<file path="config.mk">
export PLATFORM = sky130hd
export DESIGN_NAME = dma2d_addr_gen
export DESIGN_NICKNAME = d
export VERILOG_FILES = /design/src/rtl/dma2d_pkg.sv /design/src/rtl/dma2d_ctrl.sv /design/src/rtl/dma2d_dpath.sv /design/src/rtl/dma2d_addr_gen.sv
export SDC_FILE = /design/constraint.sdc
export NUM_CORES = 1
export LEC_CHECK = 0
export ABC_AREA = 0
export BUFFER_PORTS_ARGS = -buffer_cell sky130_fd_sc_hd__buf_2
export CORE_UTILIZATION = 40
export DETAILED_ROUTE_END_ITERATION = 12
export HOLD_SLACK_MARGIN = 0.03
export SLEW_MARGIN = 30
export SYNTH_ARGS = -nofsm -noshare
export SYNTH_HDL_FRONTEND = slang
export SYNTH_SLANG_ARGS = --single-unit
</file>
<file path="constraint.sdc">
create_clock -name clk -period 4.9 [get_ports clk]
set_clock_uncertainty 0.1 [all_clocks]
set_input_delay 0 -clock clk [delete_from_list [all_inputs] [get_ports clk]]
set_output_delay 0 -clock clk [all_outputs]
set_load 0.01 [all_outputs]
</file>
<file path="src/rtl/dma2d_pkg.sv">
package dma2d_pkg;

  typedef enum logic [1:0] {
    ST_IDLE = 2'd0,
    ST_ROWS = 2'd1,
    ST_RING = 2'd2
  } seqState_t;

  // Strobes from the control FSM into the address datapath.
  typedef struct packed {
    logic load;     // capture configuration, point at base
    logic step;     // advance one word
    logic newLine;  // jump to the next row boundary
    logic wrap;     // return to base in circular mode
  } ctrlStrb_t;

endpackage

</file>
<file path="src/rtl/dma2d_ctrl.sv">
module dma2d_ctrl
  import dma2d_pkg::*;
(
  input  logic      clk,
  input  logic      rstN,
  input  logic      start,
  input  logic      stop,
  input  logic      loopSel,
  input  logic      addrReady,
  input  logic      lastCol,
  input  logic      lastRow,
  input  logic      atHalf,
  input  logic      atEnd,
  output ctrlStrb_t strb,
  output logic      busy,
  output logic      doneEvt,
  output logic      halfEvt
);

  seqState_t state, stateNxt;
  logic fire;
  logic finish;
  logic halfHit;

  assign busy = (state != ST_IDLE);
  assign fire = busy && addrReady && !stop;

  always_comb begin
    stateNxt = state;
    strb     = '0;
    finish   = 1'b0;
    halfHit  = 1'b0;
    case (state)
      ST_IDLE: begin
        if (start) begin
          strb.load = 1'b1;
          stateNxt  = loopSel ? ST_RING : ST_ROWS;
        end
      end
      ST_ROWS: begin
        if (stop) begin
          stateNxt = ST_IDLE;
        end else if (fire) begin
          if (lastCol) begin
            if (lastRow) begin
              finish   = 1'b1;
              stateNxt = ST_IDLE;
            end else begin
              strb.newLine = 1'b1;
            end
          end else begin
            strb.step = 1'b1;
          end
        end
      end
      ST_RING: begin
        if (stop) begin
          stateNxt = ST_IDLE;
        end else if (fire) begin
          halfHit = atHalf || atEnd;
          if (atEnd) strb.wrap = 1'b1;
          else       strb.step = 1'b1;
        end
      end
      default: stateNxt = ST_IDLE;
    endcase
  end

  always_ff @(posedge clk or negedge rstN) begin
    if (!rstN) begin
      state   <= ST_IDLE;
      doneEvt <= 1'b0;
      halfEvt <= 1'b0;
    end else begin
      state   <= stateNxt;
      doneEvt <= finish;
      halfEvt <= halfHit;
    end
  end


  stop_abort_chk: assert property (@(posedge clk) disable iff (!rstN)
    (busy && stop) |=> (!busy && !doneEvt && !halfEvt));


  evt_exclusive_chk: assert property (@(posedge clk) disable iff (!rstN)
    $onehot0({doneEvt, halfEvt}));


  done_single_chk: assert property (@(posedge clk) disable iff (!rstN)
    doneEvt |-> (!busy || $past(start)) && !$past(doneEvt));

endmodule

</file>
<file path="src/rtl/dma2d_dpath.sv">
module dma2d_dpath
  import dma2d_pkg::*;
#(
  parameter int AW = 32,
  parameter int LW = 16
) (
  input  logic          clk,
  input  logic          rstN,
  input  ctrlStrb_t     strb,
  input  logic [AW-1:0] cfgAddr,
  input  logic [LW-1:0] cfgXlen,
  input  logic [LW-1:0] cfgWidth,
  input  logic [LW-1:0] cfgYlen,
  input  logic          cfgDir,
  input  logic          cfgBurst,
  output logic [AW-1:0] addrOut,
  output logic          dirOut,
  output logic          burstOut,
  output logic          lastCol,
  output logic          lastRow,
  output logic          atHalf,
  output logic          atEnd
);

  localparam int PW = 2 * LW;

  logic [AW-1:0] baseR;
  logic [AW-1:0] lineStart;
  logic [LW-1:0] xlenR;
  logic [LW-1:0] widthR;
  logic [LW-1:0] ylenR;
  logic [LW-1:0] colCnt;
  logic [LW-1:0] rowCnt;
  logic [PW-1:0] posCnt;
  logic [PW-1:0] totalM1;
  logic [PW-1:0] halfM1;
  logic [PW-1:0] regionIn;
  logic [AW-1:0] nextLine;

  assign regionIn = PW'(cfgWidth) * (PW'(cfgYlen) + PW'(1));
  assign nextLine = lineStart + AW'(widthR);

  assign lastCol = (colCnt == xlenR - LW'(1));
  assign lastRow = (rowCnt == ylenR);
  assign atHalf  = (posCnt == halfM1);
  assign atEnd   = (posCnt == totalM1);

  always_ff @(posedge clk or negedge rstN) begin
    if (!rstN) begin
      baseR     <= '0;
      lineStart <= '0;
      addrOut   <= '0;
      xlenR     <= '0;
      widthR    <= '0;
      ylenR     <= '0;
      colCnt    <= '0;
      rowCnt    <= '0;
      posCnt    <= '0;
      totalM1   <= '0;
      halfM1    <= '0;
      dirOut    <= 1'b0;
      burstOut  <= 1'b0;
    end else begin
      if (strb.load) begin
        baseR     <= cfgAddr;
        lineStart <= cfgAddr;
        addrOut   <= cfgAddr;
        xlenR     <= cfgXlen;
        widthR    <= cfgWidth;
        ylenR     <= cfgYlen;
        colCnt    <= '0;
        rowCnt    <= '0;
        posCnt    <= '0;
        totalM1   <= regionIn - PW'(1);
        halfM1    <= (regionIn >> 1) - PW'(1);
        dirOut    <= cfgDir;
        burstOut  <= cfgBurst;
      end else if (strb.newLine) begin
        lineStart <= nextLine;
        addrOut   <= nextLine;
        colCnt    <= '0;
        rowCnt    <= rowCnt + LW'(1);
      end else if (strb.wrap) begin
        addrOut <= baseR;
        colCnt  <= '0;
        posCnt  <= '0;
      end else if (strb.step) begin
        addrOut <= addrOut + AW'(1);
        colCnt  <= colCnt + LW'(1);
        posCnt  <= posCnt + PW'(1);
      end
    end
  end


  step_incr_chk: assert property (@(posedge clk) disable iff (!rstN)
    strb.step |=> (addrOut == $past(addrOut) + AW'(1)));


  row_head_chk: assert property (@(posedge clk) disable iff (!rstN)
    (colCnt == '0) |-> (addrOut == lineStart));


  wrap_base_chk: assert property (@(posedge clk) disable iff (!rstN)
    strb.wrap |=> (addrOut == baseR && posCnt == '0));

endmodule

</file>
<file path="src/rtl/dma2d_addr_gen.sv">
module dma2d_addr_gen
  import dma2d_pkg::*;
#(
  parameter int AW = 32,
  parameter int LW = 16
) (
  input  logic          clk,
  input  logic          rstN,
  input  logic          start,
  input  logic          stop,
  input  logic [AW-1:0] cfgAddr,
  input  logic [LW-1:0] cfgXlen,
  input  logic [LW-1:0] cfgWidth,
  input  logic [LW-1:0] cfgYlen,
  input  logic          cfgDir,
  input  logic          cfgBurst,
  output logic [AW-1:0] addrOut,
  output logic          addrValid,
  input  logic          addrReady,
  output logic          dirOut,
  output logic          burstOut,
  output logic          busy,
  output logic          doneEvt,
  output logic          halfEvt
);

  ctrlStrb_t strb;
  logic lastCol, lastRow, atHalf, atEnd;
  logic loopSel;

  assign loopSel   = (cfgXlen == '0);
  assign addrValid = busy;

  dma2d_ctrl u_ctrl (
    .clk      (clk),
    .rstN     (rstN),
    .start    (start),
    .stop     (stop),
    .loopSel  (loopSel),
    .addrReady(addrReady),
    .lastCol  (lastCol),
    .lastRow  (lastRow),
    .atHalf   (atHalf),
    .atEnd    (atEnd),
    .strb     (strb),
    .busy     (busy),
    .doneEvt  (doneEvt),
    .halfEvt  (halfEvt)
  );

  dma2d_dpath #(.AW(AW), .LW(LW)) u_dpath (
    .clk     (clk),
    .rstN    (rstN),
    .strb    (strb),
    .cfgAddr (cfgAddr),
    .cfgXlen (cfgXlen),
    .cfgWidth(cfgWidth),
    .cfgYlen (cfgYlen),
    .cfgDir  (cfgDir),
    .cfgBurst(cfgBurst),
    .addrOut (addrOut),
    .dirOut  (dirOut),
    .burstOut(burstOut),
    .lastCol (lastCol),
    .lastRow (lastRow),
    .atHalf  (atHalf),
    .atEnd   (atEnd)
  );


  stall_hold_chk: assert property (@(posedge clk) disable iff (!rstN)
    (addrValid && !addrReady && !stop) |=> (addrValid && $stable(addrOut)));


  done_idle_chk: assert property (@(posedge clk) disable iff (!rstN)
    doneEvt |-> !addrValid);


  attr_stable_chk: assert property (@(posedge clk) disable iff (!rstN)
    ($past(busy) && busy) |-> ($stable(dirOut) && $stable(burstOut)));

endmodule

</file>
# Yosys cells after proc, flatten, opt, wreduce, memory -nomap -nowiden
# Cells that the tools add are included.
# op_classes
mul	1
reduce_logical	12
n_eq_ne	12
n_addsub	9
n_mux	48
# op_table
op	count
$mux W32	10
$mux W16	6
$add A32 B1 Y32 const B	2
$eq A32 B32 Y1	2
$add A16 B1 Y16 const B	2
$add A32 B16 Y32	1
$eq A16 B16 Y1	2
$mul A16 B32 Y32	1
$sub A31 B1 Y32 const B	1
$sub A32 B1 Y32 const B	1
$mux W1	21
$mux W2	9
$add A16 B1 Y17 const B	1
$logic_not A16 Y1	1
$sub A16 B1 Y16 const B	1
$ne A3 B3 Y1 const B	2
$pmux W2 S3	1
$reduce_and A5 Y1	1
$ne A2 B2 Y1 const B	2
$reduce_bool A2 Y1	2
$reduce_bool A4 Y1	1
$ne A3 B2 Y1 const B	1
$reduce_bool A3 Y1	1
$eq A2 B1 Y1 const B	1
8 further kinds	9
# word_totals
inputBits	87
reg_bits	278
wordCells	98
output_inout_bits	38

# Logic depth before layout (Yosys ltp)
# Gate-level depths: netlist of the first run.
# depth
word_depth	10
ltp_mapped	31
ltp_nobuf	28

# Hierarchy
# A second synthesis of the first run with hierarchy kept.
# hier_totals
cells_unflattened	2917
hier_area_um2	25806.0
# by_module_without_submodules
module	area_each_um2	cells_each	n_inst
dma2d_dpath	25490.7	2880	1
dma2d_ctrl	274.0	31	1
dma2d_addr_gen	41.3	6	1

# Worst setup path before layout of the first run
# No wires, ideal clock.
# synth_timing
path_type	input -> register
startpoint	input port cfgYlen[0]
endpoint	register u_dpath.halfM1[29]
cell_stages	29
n_path_buf	4
t_arrival_ns	7.633
setup_ns	0.083
setup_slack_ns	-2.916
cell_sequence	clkbuf_1 nand4_1 nor2_1 nand4_1 xnor2_1 clkbuf_1 nand2_1 fa_1 fa_1 inv_1 fa_1 fa_1 fa_1 inv_1 fa_1 inv_1 ha_1 clkbuf_1 a21oi_1 o21ai_0 or4_1 o311ai_0 o211ai_1 or3_1 clkbuf_1 nor4_2 nand4_1 xnor2_1 o21ai_0
# synth_via
elab_chain_len	3
# synth_rtl
element	line_no	rtl
from (decl)	dma2d_addr_gen.sv:14	input logic [LW-1:0] cfgYlen,
$add A16 B1 Y17	dma2d_dpath.sv:40	assign regionIn = PW'(cfgWidth) * (PW'(cfgYlen) + PW'(1));
$mul A16 B32 Y32	dma2d_dpath.sv:40	
$sub A31 B1 Y32	dma2d_dpath.sv:75	halfM1 <= (regionIn >> 1) - PW'(1);
to (signal assigned)	dma2d_dpath.sv:75	
to (decl)	dma2d_dpath.sv:36	logic [PW-1:0] halfM1;
# Every way passes these cells.
# A chain may end at the register's enable or synchronous reset.

# Worst setup path after layout of the first run
# layout_timing
startpoint	input port cfgYlen[3]
endpoint	register u_dpath.halfM1[29]
# Same word-level chain as after synthesis.

==> metrics.md, run 1 <==
| Metric | Value |
|---|---|
| Run status | finished, violations left |
| Violated checks | negative setup slack |
| Layout Nets | between 3k and 4k |
| Adder-cell share of the synthesized area | 22.5% |
| Vias in the first global route | between 20k and 25k |
| Initial antenna violation count | 3 |
| Synth top area share | about 27% |
| Unrepaired setup endpoints after global routing | true |
| Seq/Total Area, Yosys | between 20% and 30% |
| Post-DP Area | 29800 um2 |
| CTS Buffer Depth | 3 |
| CP Launch Type | input pin |
| Initial drt markers | 1702 |
| Final routed DRC violation total | 0 |
| Layout area overhead | 30.0% |
| Fmax | between 0.15 and 0.2 GHz |
| Simple-gate share of the synthesized area | 22.9% |
| Yosys reg bits | between 200 and 300 |
| Clock-pin slew on the worst setup and hold paths | ~60 ps |
| Worst stage delay on the critical path | between 500 and 600 ps |
| Synth Area in XOR/XNOR | about a tenth |
| Vias per inst | 5.23 |
| I/O Buffers | between 100 and 150 |
| Slew @ Worst Pin | between 700 and 800 ps |
| First-pass GRT wire length | ~120 mm |
| Synth unique cells | between 70 and 80 |
| Die width | approximately 260 um |
| CTS tree | built |
| CP endpoint kind | flop |
| CP required | about 5200 ps |
| Fin crit share | 135% |
| Syn_nets | 3456 |
| PnR worst setup slack | -1700 ps |
| Share of post-route cells with drive strength above 1 | ~22% |
| Fin crit period | 6600 ps |
| Slew margin rel. | between 40% and 50% |
| Crit-path slowest cell | fa_2 |
| Syn Area/Cell | about 8.5 um2 |
| Synth Area in Compound Gates | around 11% |
| Post-synth EDFFs | 0 |
| Largest family of logic cells by synthesized area | simple AND/OR/NAND/NOR gates |
| Total wire length | around 80 mm |
| First-pass detailed-route iteration total | 6 |
| Largest net degree at the start of global routing | 120 |
| Clk_lat worst skew | about 570 ps |
| Die area | around 65000 um2 |
| Core box area | between 60000 and 70000 um2 |
| Commonest cells post-synth | nand2_1, inv_1, dfrtp_1 |
| H-Tree Depth | 2 |
| Ys flop type | dfrtp_1 |
| Final HPWL from detailed placement | 59.3 mm |
| Most common cell in the netlist | nand2_1 |
| Die H | between 200 and 300 um |
| Total gr overflow | 0 |
| Post-route ant nets | 0 |
| Site Rows | 92 |
| Hold Crit Class | input pin to flop |
| Starting density of the core | approximately two fifths |
| R2r setup slk | between 400 and 500 ps |
| Crit path kind | input pin to flop |
| Total GRT Usage | a little under a quarter |
| FFs w/ async S/R, synth | 100% |
| Max-slew violations | 0 |
| Number of top-level pins | roughly 130 |
| Critical Path Fanout Max | 7 |
| Hold Fails Final Rpt | 0 |
| Most frequent CP cell | buf_6 |
| Synth Instances | approximately 3.0k |
| MaxCap Viol Count | 0 |
| Multiplexer share of the synthesized area | less than 1% |
| Via count | ~23k |
| Area leader, netlist | dfrtp_1 |
| Largest cells by area after synthesis | dfrtp_1, fa_1, nand2_1 |
| Final setup viols | 49 |
| Final Instance Area | 33300 um2 |
| Yosys warning count | 0 |
| CP Data Arrival Time | about 6900 ps |
| Wire per inst | between 15 and 20 um |
| Root buffer cell | clkbuf_16 |
| Sum Neg Setup Slack | -64410 ps |
| Clock Sinks | 278 |
| Routability cong. | between 0.8 and 0.9 |
| CTS buffer count | 34 |
| Synth Cell Area | 25600 um2 |
-- cell usage in the layout (no fill, tap or decap), types with 18 or more instances in the layout --
cell type,netlist,routed
inv_1,284,267
buf_4,2,319
o21ai_1,3,32
nor2_1,172,155
nor2b_1,22,20
xor2_1,114,103
nand2_2,0,22
or3_1,29,28
nor4_1,33,24
clkbuf_16,0,35
nand2b_1,19,18
nand4_1,49,49
a21o_1,31,29
nand3_1,70,61
nor3_1,39,30
a21oi_1,101,87
a31oi_1,20,19
buf_6,1,35
dlygate4sd3_1,0,87
xnor2_1,169,149
and3_1,36,33
o21ai_0,165,131
fa_1,208,198
nand2_1,605,573
dfrtp_1,278,278
buf_2,12,115
ha_1,128,113
o211ai_1,27,27
and2_1,123,116
-- critical path, delay by kind of cell --
family,cells,cell delay [ps]
adders and majority gates,7,3300
and+or+nand+nor,9,1410
buffers and inverters,11,1140
AOI/OAI and AO/OA,4,700
xor gates and xnor gates,2,330
-- stage by stage --
step                instances  hold WS (ps)  setup WS [ps]  util, %
CTS                      4343          31.9          -1660     51.7
finish                   4368          58.5          -1700     52.7
detailed placement       4167          49.2          -2690     47.2
global placement         4166          40.3          -2510     47.2
floorplan                3033          -396          -2000        -
global route             4367          52.3          -1970     52.7
-- timing repair --
item | CTS | global route
pin swaps | 65 | 70
hold buffers | 86 | 1
hold endpoints to repair | 261 | 25
gates resized for setup | 133 | 100
setup endpoints to repair | 50 | 51
gates cloned | 1 | 1
buffers inserted | 32 | 27
-- cell families after synthesis --
logic type,after synthesis
simple gates,1247
compound gates,448
buf+inv,432
fa+ha+maj,336
xor+xnor,283
flops,278
mux,9
-- flip-flops by register name, indices dropped and copies added, names as in the netlist --
signal	cells
u_dpath.totalM1	32
u_dpath.baseR	32
u_dpath.rowCnt	16
u_dpath.posCnt	32
u_dpath.halfM1	32
u_dpath.dirOut	1
u_ctrl.state	2
u_dpath.addrOut	32
u_ctrl.halfEvt	1
u_dpath.lineStart	32
u_dpath.burstOut	1
u_dpath.ylenR	16
u_dpath.xlenR	16
u_dpath.widthR	16
u_dpath.colCnt	16
u_ctrl.doneEvt	1
-- worst paths after layout --
check,start,to,depth (start not counted)
max reg2reg,u_dpath.xlenR[0],u_dpath.addrOut[5],13
max,cfgYlen[3],u_dpath.halfM1[29],33
min,addrReady,u_ctrl.halfEvt,5
max in group asynchronous,rstN,u_dpath.lineStart[14],5
min in group asynchronous,rstN,u_dpath.totalM1[17],3
min reg2reg,u_dpath.dirOut,u_dpath.dirOut,2
-- final cells by class --
type                    count  area [um2]
inverters                 284        1070
repair buffers            577        4620
flip-flops and latches    278        6960
diodes                      1        2.50
fillers                  5767       29900
clock inverters             8        85.1
multi-input cells        2323       18500
clock buffers              51        1020
well taps                 846        1060
-- routing by layer --
| layer | vias to the layer above | wire (um) | global-route usage (%) |
|---|---|---|---|
| met1 | 11187 | 34200 | 31.9 |
| met4 | 2 | 2280 | 7.60 |
| met3 | 160 | 3970 | 2.91 |
| met2 | 628 | 37600 | 40.5 |
| li1 | 10850 | - | - |
| met5 | - | 17 | 0 |
Power of run 1 is not shown: default switching activity piles up to over one toggle a cycle in this logic, so the estimate is an artifact.
==> run 2, diff against run 1 <==
CORE_UTILIZATION = 44   (was 40)
CTS_CLUSTER_DIAMETER = 200   (was default)
clock period = 5.71 ns   (was 4.9 ns; I/O delays follow)
==> metrics.md, run 2 (synthesis gave the netlist of run 1 again) <==
| Metric | Value |
|---|---|
| CP Launch Type | input pin |
| Max-slew violations | 0 |
| Run status | finished, violations left |
| Commonest non-fill, non-tap cell in the layout | nand2_1 |
| Slew @ Worst Pin | 915 ps |
| Total gr overflow | 0 |
| Crit path kind | input pin to flop |
| H-Tree Depth | 2 |
| CTS Buffer Depth | 3 |
| MaxCap Viol Count | 0 |
| Fmax | roughly 0.15 GHz |
| Violated checks | negative setup slack |
| Final setup viols | 43 |
| CTS tree | built |
| Post-DP Area | around 30000 um2 |
| First-pass GRT wire length | 123 mm |
| Die H | about 240 um |
| Layout Nets | 3922 |
| First-pass detailed-route iteration total | 11 |
| Initial drt markers | 1569 |
| Clock Sinks | approximately 280 |
| CP Data Arrival Time | about 6900 ps |
| Share of post-route cells with drive strength above 1 | around 23% |
| Final HPWL from detailed placement | 57.1 mm |
| CP endpoint kind | flop |
| Multi-input gate area | approximately 19000 um2 |
| Layout area overhead | 30.6% |
| Worst stage delay on the critical path | 500 ps |
| Clock-pin slew on the worst setup and hold paths | ~60 ps |
| Fin crit period | approximately 6600 ps |
| FF-to-FF path depth | 15 |
| FF/Latch Area | around 7000 um2 |
| PnR worst setup slack | -892 ps |
| Root buffer cell | clkbuf_16 |
| Crit-path slowest cell | fa_1 |
| Wire per inst | between 15 and 20 um |
| Critical Path Fanout Max | 6 |
| Most frequent cells in the layout | nand2_1, buf_4, dfrtp_1, inv_1, fa_1 |
| Largest net degree at the start of global routing | 108 |
| Vias in the first global route | 23.4k |
| Hold Crit Class | input pin to flop |
| Clk_lat worst skew | roughly 550 ps |
| Total GRT Usage | 25.7% |
| Fin crit share | 116% |
| I/O Buffers | between 100 and 150 |
| Final Instance Area | between 30000 and 40000 um2 |
| Final routed DRC violation total | 0 |
| Cells on Worst Hold Path | 4 |
| CP Depth | 29 |
| Total wire length | 77.4 mm |
| CP top delay family | adder cells |
| Site Rows | 88 |
| Hold Fails Final Rpt | 0 |
| Die width | 243 um |
| Core box area | approximately 58000 um2 |
| Filler instances | approximately 5.0k |
| Number of top-level pins | 125 |
| CTS buffer count | 35 |
| N_diodes | 0 |
| Die area | about 59000 um2 |
| Worst Path Buf+Inv | 6 |
| Starting density of the core | between 40% and 50% |
| Post-route ant nets | 0 |
| Via count | approximately 23k |
| Routability cong. | a little over 0.9 |
| Vias per inst | ~5.4 |
| CP required | ~6000 ps |
| Slew margin rel. | approximately two fifths |
| Initial antenna violation count | 0 |
| Unrepaired setup endpoints after global routing | true |
| Most frequent CP cell | fa_1 |
run 2: cell types whose count changed in the layout (fill, tap and decap cells not counted), sizes merged:
cell / previous run / this run
bufinv: 0 / 3
clkbuf: 53 / 50
dlygate4sd3: 87 / 89
clkinv: 5 / 6
diode: 1 / 0
run 2: repair_timing:
item	in CTS	in global routing
pin swaps	76	118
hold buffers	88	1
resized for setup	123	165
setup buffers	27	51
hold endpoints to repair	260	26
endpoints found under the setup margin	45	46
run 2: stage by stage:
stage               setup TNS [ps]  util, %  worst slack, ps  hold WS, ps  instances
global route                -36930     58.1            -1150          116       4289
finish                      -26230     58.1             -892         99.1       4289
floorplan                   -35130        -            -1190         -396       3033
global placement            -60060     51.2            -1690         13.3       4063
CTS                         -25790     56.3             -869         39.7       4239
detailed placement          -64740     51.2            -1840         30.1       4063
run 2: final cells by class:
cell class | instances | share of cell area, %
clock inverter | 12 | 0.449
sequential | 278 | 20.8
clock buffer | 50 | 3.11
multi-input combinational | 2323 | 55.5
tap | 765 | 2.86
inverter | 284 | 3.19
timing repair buffer | 577 | 14.1
run 2: worst paths after layout:
check | from | to | slack, ps
worst max-delay path | cfgYlen[7] | u_dpath.totalM1[30] | -890
worst min-delay path | cfgAddr[20] | u_dpath.baseR[20] | 100
worst max register to register | u_ctrl.state[0] | u_dpath.posCnt[30] | 930
worst min register to register | u_dpath.baseR[20] | u_dpath.baseR[20] | 370
max in group asynchronous | rstN | u_dpath.lineStart[21] | 3720
min in group asynchronous | rstN | u_dpath.xlenR[3] | 340
run 2: per-layer routing:
layer	GRT usage, %	part of all wire, %	vias to the layer above
li1	-	-	10851
met1	34.1	43	11622
met2	44.1	50	629
met3	2.83	4.7	150
met4	7.58	3.0	0
met5	0	0	-
run 2: worst register-to-register path, cell delays in order, from the launching register on:
cell and delay (ps):
dfrtp_1 390, inv_1 80, ha_1 280, nor3b_1 290
dlygate4sd3_1 630, nand2_1 60, buf_4 160, nor2_1 340
nand3_2 110, buf_4 330, nand3b_1 270, o211a_1 180
buf_4 220, nand4_1 520, or4_1 600, a21oi_1 150
Power of run 2 is left out for the same reason.
